<file path="src/rtl/hsw_pkg.sv">
package hsw_pkg;

    typedef enum logic [2:0] {
        S_OFF   = 3'd0,
        S_INIT  = 3'd1,
        S_ON    = 3'd2,
        S_COOL  = 3'd3,
        S_LATCH = 3'd4
    } hsw_state_e;

    typedef enum logic [2:0] {
        OP_HOLD   = 3'd0,
        OP_CLEAR  = 3'd1,
        OP_INIT   = 3'd2,
        OP_CHARGE = 3'd3,
        OP_FAST   = 3'd4,
        OP_SLOW   = 3'd5
    } tmr_op_e;

endpackage

</file>
<file path="src/rtl/hsw_en_filter.sv">
module hsw_en_filter #(
    parameter int FILT_CYCLES = 750
) (
    input  logic clk,
    input  logic rst_n,
    input  logic raw_in,
    output logic filt_out
);
    localparam int CW = (FILT_CYCLES > 1) ? $clog2(FILT_CYCLES) : 1;
    localparam logic [CW-1:0] LAST = CW'(FILT_CYCLES - 1);

    logic [CW-1:0] run_cnt;

    // The output follows the input only after FILT_CYCLES edges without a break.
    always_ff @(posedge clk or negedge rst_n) begin
        if (!rst_n) begin
            run_cnt  <= '0;
            filt_out <= 1'b0;
        end else if (raw_in == filt_out) begin
            run_cnt <= '0;
        end else if (run_cnt == LAST) begin
            run_cnt  <= '0;
            filt_out <= raw_in;
        end else begin
            run_cnt <= run_cnt + 1'b1;
        end
    end
endmodule

</file>
<file path="src/rtl/hsw_fault_timer.sv">
module hsw_fault_timer
    import hsw_pkg::*;
#(
    parameter int TW             = 16,
    parameter int TRIP_LEVEL     = 39000,
    parameter int INIT_STEP      = 5,
    parameter int CHARGE_STEP    = 60,
    parameter int DISCHARGE_STEP = 100,
    parameter int RETRY_STEP     = 2
) (
    input  logic          clk,
    input  logic          rst_n,
    input  tmr_op_e       op,
    output logic [TW-1:0] count,
    output logic          at_top,
    output logic          at_zero
);
    localparam logic [TW:0]   TOP_X   = (TW+1)'(TRIP_LEVEL);
    localparam logic [TW-1:0] TOP_V   = TW'(TRIP_LEVEL);

    logic [TW:0] step_x;
    logic [TW:0] sum_x;
    logic        going_up;
    logic        going_down;

    always_comb begin
        unique case (op)
            OP_INIT:   step_x = (TW+1)'(INIT_STEP);
            OP_CHARGE: step_x = (TW+1)'(CHARGE_STEP);
            OP_FAST:   step_x = (TW+1)'(DISCHARGE_STEP);
            OP_SLOW:   step_x = (TW+1)'(RETRY_STEP);
            default:   step_x = '0;
        endcase
        going_up   = (op == OP_INIT) || (op == OP_CHARGE);
        going_down = (op == OP_FAST) || (op == OP_SLOW);
        sum_x      = {1'b0, count} + step_x;
        at_top     = going_up && (sum_x >= TOP_X);
        at_zero    = going_down && ({1'b0, count} <= step_x);
    end

    // The end of the power-up ramp clears the count so the run starts from zero.
    always_ff @(posedge clk or negedge rst_n) begin
        if (!rst_n) begin
            count <= '0;
        end else begin
            unique case (op)
                OP_CLEAR:  count <= '0;
                OP_INIT:   count <= at_top ? '0 : sum_x[TW-1:0];
                OP_CHARGE: count <= at_top ? TOP_V : sum_x[TW-1:0];
                OP_FAST,
                OP_SLOW:   count <= at_zero ? '0 : count - step_x[TW-1:0];
                default:   count <= count;
            endcase
        end
    end
endmodule

</file>
<file path="src/rtl/hsw_fault_seq.sv">
module hsw_fault_seq
    import hsw_pkg::*;
#(
    parameter int TW             = 16,
    parameter int TRIP_LEVEL     = 39000,
    parameter int INIT_STEP      = 5,
    parameter int CHARGE_STEP    = 60,
    parameter int DISCHARGE_STEP = 100,
    parameter int RETRY_STEP     = 2,
    parameter int FILT_CYCLES    = 750
) (
    input  logic clk,
    input  logic rst_n,
    input  logic pwr_good,
    input  logic en_pin,
    input  logic sw_off,
    input  logic oc_flag,
    input  logic retry_mode,
    output logic gate_en,
    output logic cur_lim,
    output logic hs_fault
);
    hsw_state_e    state_q, state_d;
    tmr_op_e       op;
    logic          en_filt;
    logic          en_eff;
    logic          live;
    logic          trip;
    logic          fault_q;
    logic [TW-1:0] tmr_cnt;
    logic          tmr_top;
    logic          tmr_zero;

    hsw_en_filter #(.FILT_CYCLES(FILT_CYCLES)) u_filt (
        .clk      (clk),
        .rst_n    (rst_n),
        .raw_in   (en_pin),
        .filt_out (en_filt)
    );

    hsw_fault_timer #(
        .TW             (TW),
        .TRIP_LEVEL     (TRIP_LEVEL),
        .INIT_STEP      (INIT_STEP),
        .CHARGE_STEP    (CHARGE_STEP),
        .DISCHARGE_STEP (DISCHARGE_STEP),
        .RETRY_STEP     (RETRY_STEP)
    ) u_tmr (
        .clk     (clk),
        .rst_n   (rst_n),
        .op      (op),
        .count   (tmr_cnt),
        .at_top  (tmr_top),
        .at_zero (tmr_zero)
    );

    assign en_eff = en_filt & ~sw_off;
    assign live   = en_eff & pwr_good;

    // Timer operation for the current state
    always_comb begin
        if (!live) begin
            op = OP_CLEAR;
        end else begin
            unique case (state_q)
                S_OFF:   op = OP_CLEAR;
                S_INIT:  op = OP_INIT;
                S_ON:    op = oc_flag ? OP_CHARGE : OP_FAST;
                S_COOL:  op = OP_SLOW;
                S_LATCH: op = OP_HOLD;
                default: op = OP_CLEAR;
            endcase
        end
    end

    // Transitions
    always_comb begin
        state_d = state_q;
        trip    = 1'b0;
        if (!live) begin
            state_d = S_OFF;                                  // shutdown
        end else begin
            unique case (state_q)
                S_OFF:   state_d = S_INIT;                    // power-up
                S_INIT:  if (tmr_top) state_d = S_ON;         // init-done
                S_ON: begin
                    if (oc_flag && tmr_top) begin
                        trip    = 1'b1;
                        state_d = retry_mode ? S_COOL : S_LATCH; // trip-retry / trip-latch
                    end
                end
                S_COOL:  if (tmr_zero) state_d = S_ON;        // restart
                S_LATCH: state_d = S_LATCH;
                default: state_d = S_OFF;
            endcase
        end
    end

    // State register
    always_ff @(posedge clk or negedge rst_n) begin
        if (!rst_n) begin
            state_q <= S_OFF;
            fault_q <= 1'b0;
        end else begin
            state_q <= state_d;
            fault_q <= trip;
        end
    end

    // Outputs
    always_comb begin
        gate_en  = (state_q == S_ON) && live;
        cur_lim  = gate_en && oc_flag;
        hs_fault = fault_q;
    end
endmodule

</file>
<file path="config.mk">
export PLATFORM = sky130hd
export DESIGN_NAME = hsw_fault_seq
export DESIGN_NICKNAME = d
export VERILOG_FILES = /design/src/rtl/hsw_pkg.sv /design/src/rtl/hsw_en_filter.sv /design/src/rtl/hsw_fault_timer.sv /design/src/rtl/hsw_fault_seq.sv
export SDC_FILE = /design/constraint.sdc
export NUM_CORES = 1
export LEC_CHECK = 0
export ABC_AREA = 1
export BUFFER_PORTS_ARGS = -buffer_cell sky130_fd_sc_hd__buf_2
export CORE_MARGIN = 3
export CORE_UTILIZATION = 55
export DETAILED_ROUTE_END_ITERATION = 8
export PLACE_DENSITY = 0.76
export REMOVE_ABC_BUFFERS = 1
export SLEW_MARGIN = 0
export SYNTH_ARGS = -nofsm -noshare
export SYNTH_HDL_FRONTEND = slang
export SYNTH_HIERARCHICAL = 1
export SYNTH_SLANG_ARGS = --single-unit
</file>
<file path="constraint.sdc">
create_clock -name clk -period 4 [get_ports clk]
set_clock_uncertainty 0.2 [all_clocks]
set_input_delay 0.6 -clock clk [delete_from_list [all_inputs] [get_ports clk]]
set_output_delay 0.6 -clock clk [all_outputs]
set_load 0.01 [all_outputs]
</file>
* After elaboration in Yosys (flattened, before gate mapping)
Cells that the tools add are included.
Cells by class: $add $sub $neg 3, multiply operators 0, divide/modulo/power cells 0, magnitude comparators 2, equality and inequality tests 14, shift-type cells 0, mux-type cells 19, bitwise gates (word level) 4, reductions and logical operators 12
Operators by type and width (number):
- one-hot mux 16 bit (4 select lines) | 1
- two-way mux 16 bit | 3
- one-hot mux 7 bit (4 select lines) | 1
- two-way mux 3 bit | 7
- two-way mux 10 bit | 2
- adder 16 x 7 -> 17 bit | 1
- greater-or-equal comparator 17 x 16 -> 1 bit (second input constant) | 1
- <= comparator 16 x 7 -> 1 bit | 1
- subtractor 16 x 7 -> 16 bit | 1
- one-hot mux 3 bit (5 select lines) | 1
- equality test 3 x 2 -> 1 bit (second input constant) | 4
- one-hot mux 3 bit (4 select lines) | 1
- adder 10 x 1 -> 10 bit (second input constant) | 1
- equality test 10 bit (second input constant) | 1
- equality test 3 bit (second input constant) | 3
- equality test 3 x 1 -> 1 bit (second input constant) | 2
- != test 3 bit (second input constant) | 2
- logical AND 1 bit | 5
- nonzero test 4 bit | 1
- zero test 3 bit | 1
- two-way mux 1 bit | 3
- != test 3 x 2 -> 1 bit (second input constant) | 1
- AND reduction 3 bit | 1
- bitwise AND 1 bit | 2
- other kinds (5) | 7
Storage, ports and cells: register bits after elaboration 31, latch bits 0, bits in writable memories 0, memory bits (read-only) 0, input bits 7, output and inout port bits 3, word-level logic and storage cells 59, memories 0

* Depth between registers and ports, before layout
depth in word-level cells 13, gate-level depth with buffers 33, depth with buffers taken out 32

* Modules after synthesis
Netlist, hierarchy kept.
By module, submodules not included:
- hsw_fault_timer | instances 1, cells each 384, area an instance 2313.5 um^2, sequential area each 400.4 um^2
- hsw_en_filter | instances 1, cells each 65, area an instance 583.1 um^2, sequential area each 275.3 um^2
- hsw_fault_seq | instances 1, cells each 54, area an instance 344.1 um^2, sequential area each 100.1 um^2

* Worst setup path after synthesis
No wires, ideal clock.
kind flip-flop to flip-flop, from register state_q[2], to register state_q[1], setup time 0.124 ns, data arrival time 3.650 ns, required time 3.676 ns, setup slack 0.026 ns, stages on the path, launching flop included 31, cell sequence dfrtp_1 > nor2_2 > nand2_2 > inv_2 > nand2_1 > a21oi_1 > inv_1 > nor2_1 > inv_1 > nor2_1 > ha_1 > inv_1 > fa_1 > inv_1 > nand2_1 > nand2_1 > and2_1 > nand2_1 > nand3_1 > nand2_1 > nor2_1 > nand2_1 > nor2_1 > nand2_2 > nand2_2 > nand2_1 > inv_1 > nand2_1 > nand3_1 > and2_1 > o21ai_2
On the way: cells in the longest elaborated chain, start to end 11, elaborated cells on any way between the ends 26, those cells by class add/sub: 1; order compare: 2; eq/ne: 11; mux: 5; reduce/logical: 7
RTL lines:
- from (decl) | RTL line hsw_fault_seq.sv:23 | hsw_state_e state_q, state_d;
- from (signal assigned) | RTL line hsw_fault_seq.sv:105 | state_q <= state_d;
- equality test 3 bit, or another cell as far along | RTL line hsw_fault_seq.sv:65 | unique case (state_q)
- one-hot mux 3 bit (4 select lines) (*) | RTL line hsw_fault_seq.sv:65
- two-way mux 3 bit (*) | RTL line hsw_fault_seq.sv:62 | if (!live) begin
- via op[1] | RTL line hsw_fault_seq.sv:24 | tmr_op_e op;
- equality test 3 bit / equality test 3 x 2 -> 1 bit (equally long branches) | RTL line hsw_fault_timer.sv:27, hsw_fault_timer.sv:34
- one-hot mux 7 bit (4 select lines) | RTL line hsw_fault_timer.sv:27 | unique case (op)
- adder 16 x 7 -> 17 bit | RTL line hsw_fault_timer.sv:36 | sum_x = {1'b0, count} + step_x;
- greater-or-equal comparator 17 x 16 -> 1 bit | RTL line hsw_fault_timer.sv:37 | at_top = going_up && (sum_x >= TOP_X);
- logical AND 1 bit (*) | RTL line hsw_fault_timer.sv:37
- via tmr_top | RTL line hsw_fault_seq.sv:31 | logic tmr_top;
- logical AND 1 bit | RTL line hsw_fault_seq.sv:87 | if (oc_flag && tmr_top) begin
- != test 3 bit (no source line)
- AND reduction 3 bit (no source line) (*)
Mark *: on every way through the listed nets, which the timed path passes. The rest lies on a longest branch. A chain may end at the register's enable or synchronous reset.

* Worst setup path in the final report
from register state_q[0], to register u_tmr.count[14]
On the way: cells in the longest elaborated chain, start to end 10, elaborated cells on any way between the ends 26, those cells by class add/sub: 2; order compare: 2; eq/ne: 9; mux: 7; reduce/logical: 6
RTL lines:
- equality test 3 bit, or another cell as far along | RTL line hsw_fault_seq.sv:65
- one-hot mux 3 bit (4 select lines) (*) | RTL line hsw_fault_seq.sv:65
- two-way mux 3 bit (*) | RTL line hsw_fault_seq.sv:62
- via op[0] | RTL line hsw_fault_seq.sv:24
- equality test 3 bit / equality test 3 x 2 -> 1 bit (equally long branches)
- one-hot mux 7 bit (4 select lines) | RTL line hsw_fault_timer.sv:27
- adder 16 x 7 -> 17 bit | RTL line hsw_fault_timer.sv:36
- greater-or-equal comparator 17 x 16 -> 1 bit | RTL line hsw_fault_timer.sv:37
- logical AND 1 bit | RTL line hsw_fault_timer.sv:37
- two-way mux 16 bit, on equally long branches | RTL line hsw_fault_timer.sv:49, hsw_fault_timer.sv:48
- one-hot mux 16 bit (4 select lines) | RTL line hsw_fault_timer.sv:46 | unique case (op)
- to (signal assigned) | RTL line hsw_fault_timer.sv:48 | OP_INIT: count <= at_top ? '0 : sum_x[TW-1:0];
- to (signal assigned) | RTL line hsw_fault_timer.sv:49 | OP_CHARGE: count <= at_top ? TOP_V : sum_x[TW-1:0];
- to (signal assigned) | RTL line hsw_fault_timer.sv:51 | OP_SLOW: count <= at_zero ? '0 : count - step_x[TW-1:0];
- to (decl) | RTL line hsw_fault_timer.sv:14 | output logic [TW-1:0] count,
Marked as above.

==> run_results.csv <==
group,metric,value,unit
drt,drt-initial-drc-count,283,
layout,finalCoreUtilization,0.7129,
drt,ant_nets,0,
yosys,ys_seq_area_frac,0.2394,
yosys,yosys_warnings,6,
critical_path,r2r_cells,17,
yosys,synth-async-reset-ratio,1.000,
global_routing,overflow,0,
sta,slew_violations,0,
yosys,synth_edf_count,0,
yosys,post-synth-top-count-cell,"nand2_1",
layout,fin_nets,571,
power_and_ir_drop,p_leak,2.109,nW
yosys,ys.flop_type,"dfrtp_1",
clock_network,cts_buffer_depth,2,
die,rows,27,
drt,drc,0,
layout,drive_gt1_frac,0.2839,
clock_network,clkLatencyLatePin,0.30,ns
power_and_ir_drop,switching_share,0.3362,
clock_network,clk_pin_slew,0.08,ns
die,pin_count,10,
clock_network,root_buffer,"clkbuf_8",
sta,min_period,3.927,ns
critical_path,startpoint_type,"register",
global_routing,antenna_found_initial,0,
clock_network,clkSinkCount,31,
layout,area_growth,23.36,%
power_and_ir_drop,p_clk_frac,0.361,
yosys,synth_area_leaders,"dfrtp_1, nand2_1, nand3_1",
power_and_ir_drop,pwr-share-comb,0.284,
sta,setup_ws,0.07306,ns
clock_network,h-tree-depth,2,
power_and_ir_drop,internal_power,619.9,uW
power_and_ir_drop,total_power,933.8,uW
placement,gp_congestion,0.9706,
power_and_ir_drop,switchingPower,313.9,uW
yosys,yosysUniqueCellTypes,42,
global_routing,grt_max_degree,32,
layout,diodes,0,
critical_path,critPathKind,"reg2reg",
global_routing,grt_pass1_wl,15240,um
global_routing,grt_pass1_vias,3265,
sta,hold_ws,0.1736,ns
yosys,ys_seq_elements,31,
placement,place_inst,603,
yosys,synth_cells,503,
placement,dp_hpwl,7151,um
critical_path,worstSetupEndpointType,"register",
drt,num_vias,3574,
yosys,syn-mean-instance-area,6.443,um2
job,maxCapViolCount,0,
layout,final_cells,618,
placement,place_ws,-0.09279,ns
sta,min_period_over_period,0.9817,
die,die_w,82.76,um
global_routing,grt_usage,0.2943,
placement,port_buffers,9,
critical_path,cp.arrival,3.89,ns
clock_network,numCtsBuffers,5,
power_and_ir_drop,power_density,233.6,nW/um2
worst_hold_path,hold_path.class,"in2async",
drt,post_drt_wl_per_cell,16.55,um
yosys,yosys.area.top_type_share,0.2394,
die,fp.dieH,82.76,um
sta,setup_viol,0,
critical_path,crit_fanout,12,
drt,routed_wl,10230,um
die,start_util,0.5779,
clock_network,cts_tree,"built",
die,die-area,6849,um2
yosys,netlist.top_cell.by_area,"dfrtp_1",
outcome,status,"finished, final reports clean",
power_and_ir_drop,power_frac_seq,0.355,
power_and_ir_drop,ir_drop,0.1786,mV
critical_path,cp.required,3.96,ns
sta,hold_viol_final,0,
sta,slew_headroom,0.4975,
yosys,yosys-top-cells-count,"nand2_1, inv_1, nand3_1, nor2_1, dfrtp_1",
sta,worst_pin_slew,0.7537,ns
drt,firstDrtPassIters,7,
drt,avgViaCountPerCell,5.783,
die,design.core.area,5608,um2
yosys,synthesis.area,3241,um2
sta,fmax,254.7,MHz
==> power by group through the flow <==
| stage | combinational (mW) | clock [mW] | sequential [mW] |
|---|---|---|---|
| after floorplan | 0.143 | 0 | 0.334 |
| after global placement | 0.224 | 0 | 0.336 |
| after detailed placement | 0.227 | 0 | 0.336 |
| after CTS | 0.231 | 0.339 | 0.330 |
| after global routing | 0.286 | 0.352 | 0.333 |
| final | 0.265 | 0.337 | 0.332 |
==> flip-flops by register name, summed over array words and instances, names as in the netlist <==
register,count
u_tmr/count,16
u_filt/filt_out,1
u_filt/run_cnt,10
state_q,3
hs_fault,1
==> routing by layer <==
layer / share of wire / track usage / vias to the layer above
li1: - / - / 1679
met1: 0.41 / 0.3844 / 1640
met2: 0.47 / 0.4824 / 204
met3: 0.081 / 0.04772 / 51
met4: 0.042 / 0.1193 / 0
met5: 0 / 0 / -
==> logic make-up (layout without fill, tap and decap cells) <==
logic type                 after synthesis  after routing  synth area share
and+or+nand+nor                        301            301            0.4328
buffers and inverters                   94            137            0.1243
AOI/OAI and AO/OA                       41             41           0.07954
DFF                                     31             31            0.2394
adders and majority gates               19             19           0.07799
xor gates and xnor gates                17             17           0.04595
==> worst paths after layout <==
path / start / end / slack [ns]
max: state_q[0] / u_tmr/count[14] / 0.07
min: rst_n / u_filt/filt_out / 0.17
max reg2reg: state_q[0] / u_tmr/count[14] / 0.07
min reg2reg: u_filt/run_cnt[0] / u_filt/run_cnt[0] / 0.31
max in group asynchronous: rst_n / state_q[0] / 2.89
min in group clk: u_filt/run_cnt[0] / u_filt/run_cnt[0] / 0.31
==> worst max-delay path, cell delays in order, from the launching register on <==
cell       delay, ns
dfrtp_2         0.43
buf_4           0.15
or2_4           0.25
a21oi_4         0.16
o2111ai_2       0.13
nor3_1          0.20
buf_4           0.18
inv_1           0.09
ha_4            0.26
buf_4           0.16
buf_4           0.15
a21o_1          0.16
a31oi_1         0.25
nand3_1         0.17
o21a_1          0.41
buf_4           0.25
nand3b_1        0.10
o211ai_1        0.10
==> final cells by class <==
| class | count | area [um2] |
|---|---|---|
| well taps | 72 | 90.09 |
| repair buffers | 51 | 372.9 |
| inverters | 78 | 297.8 |
| multi-input cells | 378 | 2341 |
| clock inverters | 2 | 35.03 |
| fillers | 465 | 1610 |
| flip-flops and latches | 31 | 778.2 |
| clock buffers | 6 | 82.58 |
==> metrics by stage <==
| step | area (um2) | setup TNS (ns) |
|---|---|---|
| 2_1_floorplan | 3133 | -0.1196 |
| 3_3_place_gp | 3543 | 0 |
| 3_5_place_dp | 3543 | -0.5386 |
| 4_1_cts | 3689 | 0 |
| 5_1_grt | 3998 | -0.2625 |
| 6_report | 3998 | 0 |
==> repair_timing <==
action | in CTS | in global routing
resized for setup | 8 | 69
setup buffers | 0 | 7
hold buffers | 0 | 0
pin swaps | 0 | 17
endpoints found under the setup margin | 15 | 20
==> layout by cell type, fill, tap and decap left out, types with 3 or more instances in the layout <==
cell type  instances
a21oi_4            4
nand3_2            5
inv_2             15
a21oi_2            7
clkbuf_8           6
nand3b_1           3
buf_4             41
o211ai_1           5
nand4_1           17
nor2_1            34
ha_1               9
xnor2_1            3
buf_2              9
nand2_1          131
nand2_2           19
dfrtp_1           29
nand2_4            4
nand3_1           52
inv_1             61
xor2_1            13
a21oi_1           10
o21ai_0            5
nor2_4             8
nor2_2            11
ha_4               6
nor3_1             8
(Power assumes the default switching activity.)
